<file path="config.mk">
export PLATFORM = sky130hd
export DESIGN_NAME = pbsr_top
export DESIGN_NICKNAME = d
export VERILOG_FILES = /design/src/rtl/pbsr_pkg.sv /design/src/rtl/pbsr_cap_map.sv /design/src/rtl/pbsr_fault_latch.sv /design/src/rtl/pbsr_anc_track.sv /design/src/rtl/pbsr_top.sv
export SDC_FILE = /design/constraint.sdc
export NUM_CORES = 1
export LEC_CHECK = 0
export CORE_AREA = 2 2 39 41
export DETAILED_ROUTE_END_ITERATION = 12
export DIE_AREA = 0 0 41 43
export PLACE_DENSITY = 0.74
export SLEW_MARGIN = 20
export SYNTH_ARGS = -nofsm -noshare
export SYNTH_HDL_FRONTEND = slang
export SYNTH_SLANG_ARGS = --single-unit
</file>
<file path="constraint.sdc">
create_clock -name clk -period 1 [get_ports clk]
set_input_delay 0.25 -clock clk [delete_from_list [all_inputs] [get_ports clk]]
set_output_delay 0.25 -clock clk [all_outputs]
set_load 0.01 [all_outputs]
</file>
<file path="src/rtl/pbsr_pkg.sv">
package pbsr_pkg;
  localparam int WORD_W      = 16;
  localparam int BIT_HD10    = 11;
  localparam int BIT_T2      = 10;
  localparam int BIT_PRE_SUP = 6;
  localparam int BIT_ANC     = 5;
  localparam int BIT_RFLT    = 4;
  localparam int BIT_AN_CAP  = 3;

  typedef struct packed {
    logic hd10;
    logic t2;
    logic pre_sup;
    logic an_cap;
  } cap_t;
endpackage

</file>
<file path="src/rtl/pbsr_cap_map.sv">
module pbsr_cap_map
  import pbsr_pkg::*;
(
  input  logic fiber_mode,
  output cap_t caps
);
  always_comb begin
    caps.hd10    = ~fiber_mode;
    caps.t2      = 1'b0;
    caps.pre_sup = 1'b1;
    caps.an_cap  = 1'b1;
  end
endmodule

</file>
<file path="src/rtl/pbsr_fault_latch.sv">
module pbsr_fault_latch #(
  parameter int NUM_SRC = 2
) (
  input  logic               clk,
  input  logic               rst,
  input  logic [NUM_SRC-1:0] evt,
  input  logic               clr,
  output logic               flag
);
  logic any_evt;
  always_comb any_evt = |evt;

  always_ff @(posedge clk) begin
    if (rst)          flag <= 1'b0;
    else if (any_evt) flag <= 1'b1;
    else if (clr)     flag <= 1'b0;
  end

  p_fault_set_r7: assert property (@(posedge clk) disable iff (rst)
    any_evt |=> flag);
  p_fault_hold_r7: assert property (@(posedge clk) disable iff (rst)
    (flag && !clr) |=> flag);
  p_fault_clr_r8: assert property (@(posedge clk) disable iff (rst)
    (clr && !any_evt) |=> !flag);
endmodule

</file>
<file path="src/rtl/pbsr_anc_track.sv">
module pbsr_anc_track (
  input  logic clk,
  input  logic rst,
  input  logic an_enable,
  input  logic an_done,
  output logic done_q
);
  always_ff @(posedge clk) begin
    if (rst || !an_enable) done_q <= 1'b0;
    else if (an_done)      done_q <= 1'b1;
  end

  p_anc_drop_r5: assert property (@(posedge clk) disable iff (rst)
    !an_enable |=> !done_q);
  p_anc_set_r5: assert property (@(posedge clk) disable iff (rst)
    (an_enable && an_done) |=> done_q);
endmodule

</file>
<file path="src/rtl/pbsr_top.sv">
module pbsr_top
  import pbsr_pkg::*;
#(
  parameter int ADDR_W    = 5,
  parameter int STAT_ADDR = 1
) (
  input  logic              clk,
  input  logic              rst,
  input  logic              fiber_mode,
  input  logic              an_enable,
  input  logic              an_done,
  input  logic              lp_rf,
  input  logic              fef_detect,
  input  logic              rd_en,
  input  logic [ADDR_W-1:0] rd_addr,
  output logic [WORD_W-1:0] rd_data
);
  localparam logic [ADDR_W-1:0] HIT_ADDR = ADDR_W'(STAT_ADDR);

  cap_t              caps;
  logic              rd_hit;
  logic              fault_q;
  logic              anc_q;
  logic [WORD_W-1:0] word;

  always_comb rd_hit = rd_en && (rd_addr == HIT_ADDR);

  pbsr_cap_map u_cap (
    .fiber_mode (fiber_mode),
    .caps       (caps)
  );

  pbsr_fault_latch #(.NUM_SRC(2)) u_fault (
    .clk  (clk),
    .rst  (rst),
    .evt  ({fef_detect, lp_rf}),
    .clr  (rd_hit),
    .flag (fault_q)
  );

  pbsr_anc_track u_anc (
    .clk       (clk),
    .rst       (rst),
    .an_enable (an_enable),
    .an_done   (an_done),
    .done_q    (anc_q)
  );

  always_comb begin
    word              = '0;
    word[BIT_HD10]    = caps.hd10;
    word[BIT_T2]      = caps.t2;
    word[BIT_PRE_SUP] = caps.pre_sup;
    word[BIT_ANC]     = anc_q & ~fiber_mode;
    word[BIT_RFLT]    = fault_q;
    word[BIT_AN_CAP]  = caps.an_cap;
  end

  always_ff @(posedge clk) begin
    if (rst)         rd_data <= '0;
    else if (rd_hit) rd_data <= word;
  end

  p_hold_r10: assert property (@(posedge clk) disable iff (rst)
    !rd_hit |=> $stable(rd_data));
  p_fiber_r6: assert property (@(posedge clk) disable iff (rst)
    (rd_hit && fiber_mode) |=> (!rd_data[BIT_ANC] && !rd_data[BIT_HD10]));
  p_caps_r4: assert property (@(posedge clk) disable iff (rst)
    rd_hit |=> (rd_data[BIT_PRE_SUP] && rd_data[BIT_AN_CAP]));
  p_zero_r3: assert property (@(posedge clk) disable iff (rst)
    rd_hit |=> (rd_data[15:12] == 4'd0 && rd_data[10:7] == 4'd0 && rd_data[2:0] == 3'd0));
  p_fault_seen_r8: assert property (@(posedge clk) disable iff (rst)
    (rd_hit && fault_q) |=> rd_data[BIT_RFLT]);
endmodule

</file>
==> results of run 1 <==
[timing repair]
| action | in CTS | in global routing |
|---|---|---|
| buffers inserted | 2 | 0 |
| gates resized for setup | 38 | 0 |
| endpoints found under the setup margin | 10 | 2 |
| pin swaps | 2 | 1 |
| hold buffers | 0 | 0 |
[sequential cells by signal, indices dropped and copies added, names as in the netlist]
name and cells:
rd_data 4, u_anc.done_q 1, u_fault.flag 1
[cells in the mapped netlist]
cell / count
buf_4: 12
dfxtp_1: 6
nand2b_1: 3
nor2_1: 3
a21oi_1: 2
nor3b_1: 2
a211oi_2: 1
and2_4: 1
conb_1: 1
mux2i_1: 1
nand3_1: 1
nor2b_1: 1
nor4b_4: 1
o21ai_0: 1
o22ai_1: 1
[stage by stage]
step / power (mW) / hold slack [ps] / setup TNS (ps) / area, um^2 / std cells
after global routing: 0.620 / 413 / -0.332 / 514 / 76
after detailed placement: 0.360 / 480 / -3260 / 507 / 71
final: 0.582 / 385 / 0 / 514 / 76
after CTS: 0.591 / 371 / 0 / 514 / 76
after floorplan: 0.325 / 315 / 0 / 384 / 47
after global placement: 0.358 / 467 / -2940 / 507 / 71
[worst max-delay path: stages]
cell,delay [ps]
clkdlybuf4s15_2,200
nor4b_4,290
and2_4,230
mux2i_1,180
[worst paths after layout]
check / end / slack [ps] / cells after the start
max: rd_data[4] / 20 / 4
min: rd_data[6] / 390 / 4
max reg2reg: rd_data[5] / 210 / 3
min reg2reg: rd_data[4] / 490 / 2
[power by group through the flow]
stage	Sequential, mW	Combinational, mW	Clock (mW)
2_1_floorplan	0.254	0.0711	0
3_3_place_gp	0.254	0.104	0
3_5_place_dp	0.254	0.106	0
4_1_cts	0.250	0.102	0.240
5_1_grt	0.250	0.113	0.257
6_report	0.250	0.101	0.231
[layout make-up]
cell class                      count  area (um^2)
Clock buffer                        3         22.5
Timing Repair Buffer               22          169
Sequential cell                     6          121
Tap cell                           16         20.0
Fill cell                         166          870
Multi-Input combinational cell     29          181
[per-layer routing]
layer	global-route usage, %	part of all wire (%)	up-vias
li1	-	-	147
met1	9.68	33	129
met2	15.0	53	19
met3	3.14	15	0
met4	10.0	0	0
met5	0	0	-
[kinds of logic (layout without fill, tap and decap cells)]
family	count (synthesis)	after routing	share of synthesized area (%)
other cells	1	11	1.08
buf+inv	12	25	26.0
compound gates	5	5	9.75
simple gates	12	12	25.6
mux	1	1	2.89
flops	6	6	34.7
==> reports/results.ini, run 1 <==
[logic_synthesis]
yosysWarnings = 0
synth_seq_cells = 6
synthCells = 37
yosysSeqAreaShare_pct = 34.7
yosys.cell_types.count = 15
netlist_top_cells_area = dfxtp_1, buf_4, nor4b_4, nand2b_1, nor3b_1
avgSynthCellArea_um2 = 9.37
yosys.area.top_type = dfxtp_1
syn_area_um2 = 347
synthDominantCellAreaShare_pct = 34.7

[clock_network]
h-tree-depth = 1
root_buffer = clkbuf_4
cts_buffer_depth = 2
cts_tree = yes
numCtsBuffers = 3
clk_pin_slew_ps = 50
clock_latency_ps = 250
clock-sinks = 6

[pwr]
pwr-share-comb_pct = 17.4
p_int_mw = 0.439
power.clock.fraction_pct = 39.7
vdd.ir_drop.worst_mv = 0.371
p_per_area_mw_per_mm2 = 1130
p_sw_mw = 0.143
sw_frac_of_total_pct = 24.6
p_leak_nw = 0.246
seqPwrFrac_pct = 42.9

[route]
wire_per_inst_um = 9.24
routed_wl_um = 702
antenna_left = 0
drt_iter0_markers = 4
drc = 0
first_pass_iters = 4
vias_per_cell = 3.88
vias = 295

[cells_and_area]
areaGrowthSynthToFinish_pct = 48.4
final_util_pct = 37.2
final_common_cell = conb_1
diodes = 0
drive_above_1_share_pct = 35.0
fin_nets = 75
final_cell_mix = conb_1, buf_2, clkdlybuf4s50_1, buf_4, dfxtp_1

[sta]
drv_slew = 0
finalClockSkew_ps = 4.49
finalSetupViolations = 0
rsz0062_at_grt = yes
finalWorstSetupSlack_ps = 24.8
timing.final.hold_violations = 0
finalCritPeriodShare_pct = 97.5
fin_crit_ps = 975
fmax_ghz = 1.03

[die]
die-area_mm2 = 0.00176
num_rows = 14
die_h_um = 43
floorplan.initialDensity_pct = 25.0
pin_count = 29
core-area_mm2 = 0.00138
fp.dieW_um = 41

[critical_path]
r2r-start = u_anc.done_q
crit_type = in2reg
critPathArrivalTime_ps = 1150
worstSetupStartpointType = input pin
end_kind = flip-flop
required_ps = 1170
critical_path.max_fanout = 4
crit_path_start = rd_addr[4]

[job]
max_cap_viol_count = 0

[place]
dpl.hpwl_um = 529
preCtsSetupSlack_ps = -576
portBuffers = 17
gp_congestion = 0.653

[global_route]
grt_overflow_total = 0
grt_pass1_vias = 273
grt_usage_pct = 9.95
antenna_found_initial = 0
grt_max_degree = 9
grt_pass1_wl_mm = 1.08

[worst_hold_path]
hold_start = rd_addr[2]
min_path_type = in2reg

[outcome]
outcome = finished, final reports clean

Power figures use the tool's default switching activity.
==> run 2: changes to the inputs <==
--- a/config.mk
+++ b/config.mk
@@ -5,9 +5,9 @@
 export SDC_FILE = /design/constraint.sdc
 export NUM_CORES = 1
 export LEC_CHECK = 0
-export CORE_AREA = 2 2 39 41
+export CORE_AREA = 5 5 42 44
 export DETAILED_ROUTE_END_ITERATION = 12
-export DIE_AREA = 0 0 41 43
+export DIE_AREA = 0 0 47 49
 export PLACE_DENSITY = 0.74
 export SLEW_MARGIN = 20
 export SYNTH_ARGS = -nofsm -noshare
==> run 2 against run 1 <==
  * Maximum frequency rose by 1.2%
  * Sequential share of layout area shrank 0.36 points
  * Clock-buffer cell count is the same
  * Clock skew decreased by 2.2 ps
  * Utilization down 0.29 points
  * Flip-flop and latch count stayed put
  * Register-to-register slack gained 70 ps
  * Hold slack improved by 56 ps
  * Critical path depth decreased by 3
  * Non-clock buffer count stayed put
  * Critical endpoint is now rd_data[3]
  * Largest cell class unchanged
==> reports/results.ini, run 2 (same netlist as run 1, synthesis figures left out) <==
[outcome]
outcome = finished, final reports clean

[pwr]
p_leak_nw = 0.247
p_per_area_mw_per_mm2 = 1110
vdd.ir_drop.worst_mv = 0.575

[sta]
finalWorstSetupSlack_ps = 36.2
finalHoldWorstSlack_ps = 442
fmax_ghz = 1.04
drv_slew = 0
timing.final.hold_violations = 0
finalClockSkew_ps = 2.26
finalSetupViolations = 0
rsz0062_at_grt = no
fin_crit_ps = 964
finalCritPeriodShare_pct = 96.4

[critical_path]
required_ps = 750
worstSetupStartpointType = flip-flop
crit_type = reg2out
critPathBufInv = 1
critPathArrivalTime_ps = 710
crit_chain = buf_2
slowest_delay_ps = 340
end_kind = primary output
crit_slowest_cell = dfxtp_1
critical_path.top_delay_family = flip-flops
critical_path.max_fanout = 3

[route]
drc = 0
antenna_left = 0
first_pass_iters = 4
wire_per_inst_um = 9.05
vias = 294
drt_iter0_markers = 6
vias_per_cell = 3.87
routed_wl_um = 688

[place]
dpl.hpwl_um = 571
gp_congestion = 0.672
portBuffers = 17
placed_cells = 72
preCtsSetupSlack_ps = -539
placed_cell_area_um2 = 514

[cells_and_area]
design_area_um2 = 517
drive_above_1_share_pct = 33.3
final_common_cell = conb_1
instances_no_fill = 76
top_regs = rd_data x4, u_anc.done_q x1, u_fault.flag x1
fill_cells = 142
fin_nets = 75
regMostFlops = rd_data
diodes = 0
largest_reg_flops = 4
final_cell_mix = conb_1, buf_2, dfxtp_1, clkdlybuf4s50_1, buf_4
areaGrowthSynthToFinish_pct = 49.1

[clock_network]
cts_hold_buf = 0
clock_latency_ps = 240
cts_tree = yes
clock-sinks = 6
clk_pin_slew_ps = 40
cts_buffer_depth = 2
h-tree-depth = 1
numCtsBuffers = 3
root_buffer = clkbuf_4

[global_route]
grt_usage_pct = 5.86
grt_pass1_vias = 251
antenna_found_initial = 0
grt_pass1_wl_um = 959
grt_max_degree = 8
grt_overflow_total = 0

[die]
fp.dieW_um = 47
die_h_um = 49
pin_count = 29
num_rows = 14
core-area_mm2 = 0.00140
floorplan.initialDensity_pct = 24.7
die-area_mm2 = 0.00230

[worst_hold_path]
min_path_type = in2reg

[job]
max_cap_viol_count = 0

run 2: metrics by stage:
stage / TNS, ps / power (mW) / utilization (%)
after floorplan: 0 / 0.325 / -
after global placement: -2930 / 0.361 / 36.7
after detailed placement: -3050 / 0.362 / 36.7
after CTS: 0 / 0.581 / 36.9
after global routing: 0 / 0.599 / 36.9
final: 0 / 0.572 / 36.9
run 2: path summary, 6_finish.rpt:
| check | from | to | slack (ps) | depth (start not counted) |
|---|---|---|---|---|
| max | rd_data[6] | rd_data[3] | 40 | 1 |
| min | rd_addr[2] | rd_data[11] | 440 | 4 |
| min reg2reg | rd_data[4] | rd_data[4] | 480 | 2 |
| max reg2reg | u_anc.done_q | rd_data[5] | 280 | 3 |
run 2: per-layer routing:
layer	part of all wire, %	track usage (%)	routed length [um]
met5	0	0	0
met4	0	4.15	0
met3	24	2.95	164
met2	42	7.47	288
met1	34	7.32	236
run 2: layout make-up:
class / instances / area (um^2) / share of cell area, %
clock buffer: 3 / 22.5 / 4.36
timing repair buffer: 22 / 168 / 32.4
multi-input combinational: 29 / 186 / 36.1
tap: 16 / 20.0 / 3.87
sequential: 6 / 120 / 23.2
run 2: report_power, final:
group	internal, mW	total [mW]	switching [mW]
Clock	0.136	0.220	0.0840
Combinational	0.0555	0.102	0.0468
Sequential	0.247	0.250	0.00280
run 2: repair_timing:
action / 4_1_cts / 5_1_grt
setup endpoints to repair: 10 / 3
setup buffers: 1 / 0
resized for setup: 34 / 2
pin swaps: 2 / 2
==> run 3: changes to the inputs <==
--- a/config.mk
+++ b/config.mk
@@ -8,7 +8,8 @@
 export CORE_AREA = 5 5 42 44
 export DETAILED_ROUTE_END_ITERATION = 12
 export DIE_AREA = 0 0 47 49
-export PLACE_DENSITY = 0.74
+export DONT_BUFFER_PORTS = 1
+export PLACE_DENSITY = 0.45
 export SLEW_MARGIN = 20
 export SYNTH_ARGS = -nofsm -noshare
 export SYNTH_HDL_FRONTEND = slang
==> run 3 against run 2 <==
  * Utilization is 12 points lower
  * Flip-flop and latch count is the same
  * Combinational power down 55%
  * Clock power is essentially flat
  * Global-route usage fell by 0.51 points
  * Maximum frequency grew 10%
  * Cell count down 26%
  * Register-to-register slack worse by 30 ps
  * Critical path type unchanged
  * Design area is 32% lower
  * Sequential share of layout area rose by 11 points
  * Largest cell class unchanged
  * Sequential power is essentially flat
==> reports/results.ini, run 3 (same netlist as run 1, synthesis figures left out) <==
[global_route]
grt_max_degree = 9
grt_overflow_total = 0
antenna_found_initial = 0
grt_usage_pct = 5.35
grt_pass1_vias = 198
grt_pass1_wl_um = 841

[die]
pin_count = 29
num_rows = 14
floorplan.initialDensity_pct = 24.7
fp.dieW_um = 47
core-area_mm2 = 0.00140
die-area_mm2 = 0.00230
die_h_um = 49

[cells_and_area]
design_area_um2 = 353
largest_reg_flops = 4
diodes = 0
final_cell_mix = conb_1, dfxtp_1, nor2_1, nand2b_1, clkbuf_4
fin_nets = 55
fill_cells = 163
final_common_cell = conb_1
top_regs = rd_data x4, u_anc.done_q x1, u_fault.flag x1
areaGrowthSynthToFinish_pct = 1.81
regMostFlops = rd_data
final_util_pct = 25.2
drive_above_1_share_pct = 22.5

[sta]
finalClockSkew_ps = 3.15
finalCritPeriodShare_pct = 87.6
finalWorstSetupSlack_ps = 124
finalHoldWorstSlack_ps = 67.8
drv_slew = 0
fmax_ghz = 1.14
finalSetupViolations = 0
fin_crit_ps = 876
timing.final.hold_violations = 0
rsz0062_at_grt = no

[job]
max_cap_viol_count = 0

[route]
antenna_left = 0
drt_iter0_markers = 0
wire_per_inst_um = 10.6
drc = 0
first_pass_iters = 1
routed_wl_um = 595
vias_per_cell = 3.84
vias = 215

[place]
dpl.hpwl_um = 526
gp_congestion = 0.652
placed_cell_area_um2 = 329
portBuffers = 0
preCtsSetupSlack_ps = -7.17

[critical_path]
crit_type = reg2out
ff2ff_setup_slack_ps = 250
end_kind = primary output
worstSetupStartpointType = flip-flop
r2r-start = u_anc.done_q
r2r-end = rd_data[5]
critical_path.max_fanout = 2
critPathArrivalTime_ps = 630
reg2regPathDepth = 3
required_ps = 750

[pwr]
p_sw_mw = 0.114
pwr-share-comb_pct = 8.9
p_leak_nw = 0.145
sw_frac_of_total_pct = 22.2
vdd.ir_drop.worst_mv = 0.285
p_int_mw = 0.400
seqPwrFrac_pct = 48.9
p_per_area_mw_per_mm2 = 1460
power.clock.fraction_pct = 42.2

[worst_hold_path]
whs_path_depth = 1
worst_hold_path.endpoint = rd_data[11]
min_path_type = in2reg
hold_start = rst

[clock_network]
clk_pin_slew_ps = 50
cts_hold_buf = 0
clock_latency_ps = 240
clock-sinks = 6
cts_buffer_depth = 2
root_buffer = clkbuf_4
h-tree-depth = 1
cts_tree = yes
numCtsBuffers = 3

[outcome]
outcome = finished, final reports clean

run 3: cell types whose count changed in the layout (fill, tap and decap cells not counted):
cell / before / now
buf_4: 5 / 2
buf_2: 6 / 0
clkdlybuf4s15_1: 1 / 0
nor3b_1: 1 / 2
clkbuf_2: 1 / 0
dfxtp_1: 6 / 5
clkdlybuf4s50_1: 5 / 0
dfxtp_2: 0 / 1
nor2b_1: 0 / 1
nor2b_4: 1 / 0
nor3b_2: 1 / 0
dlygate4sd2_1: 4 / 0
run 3: how the worst max path moves through the flow:
stage | start | endpoint | slack [ps] | cells after the start
detailed placement | rd_addr[4] | rd_data[4] | -7 | 3
floorplan | rd_addr[4] | rd_data[4] | 10 | 3
global placement | rd_addr[4] | rd_data[4] | -8 | 3
global route | rd_data[6] | rd_data[6] | 80 | 0
finish | rd_data[11] | rd_data[11] | 120 | 0
CTS | rd_data[6] | rd_data[6] | 50 | 0
run 3: cell type report:
cell class                      count  area (um^2)  area share [%]
Clock buffer                        3         22.5            6.38
Multi-Input combinational cell     29          174            49.3
Sequential cell                     6          121            34.4
Tap cell                           16         20.0            5.67
Timing Repair Buffer                2         15.0            4.26
run 3: metal layers:
| metal | wire [um] | track usage [%] |
|---|---|---|
| met3 | 126 | 5.90 |
| met4 | 0 | 4.15 |
| met2 | 272 | 6.33 |
| met1 | 196 | 5.04 |
| met5 | 0 | 0 |
run 3: power by group through the flow:
| stage | Combinational, mW | Clock, mW | Sequential [mW] |
|---|---|---|---|
| 2_1_floorplan | 0.0711 | 0 | 0.254 |
| 3_3_place_gp | 0.0446 | 0 | 0.255 |
| 3_5_place_dp | 0.0449 | 0 | 0.256 |
| 4_1_cts | 0.0453 | 0.229 | 0.251 |
| 5_1_grt | 0.0526 | 0.245 | 0.252 |
| 6_report | 0.0458 | 0.217 | 0.251 |
run 3: per-stage QoR:
stage | TNS, ps | instances | total power, mW
after global routing | 0 | 56 | 0.549
after floorplan | 0 | 47 | 0.325
after detailed placement | -7.17 | 53 | 0.301
after CTS | 0 | 56 | 0.525
final | 0 | 56 | 0.514
after global placement | -7.60 | 53 | 0.300
run 3: repair_timing:
item,in CTS,in global routing
hold endpoints to repair,0,0
buffers inserted,0,0
setup endpoints to repair,0,2
resized for setup,0,1
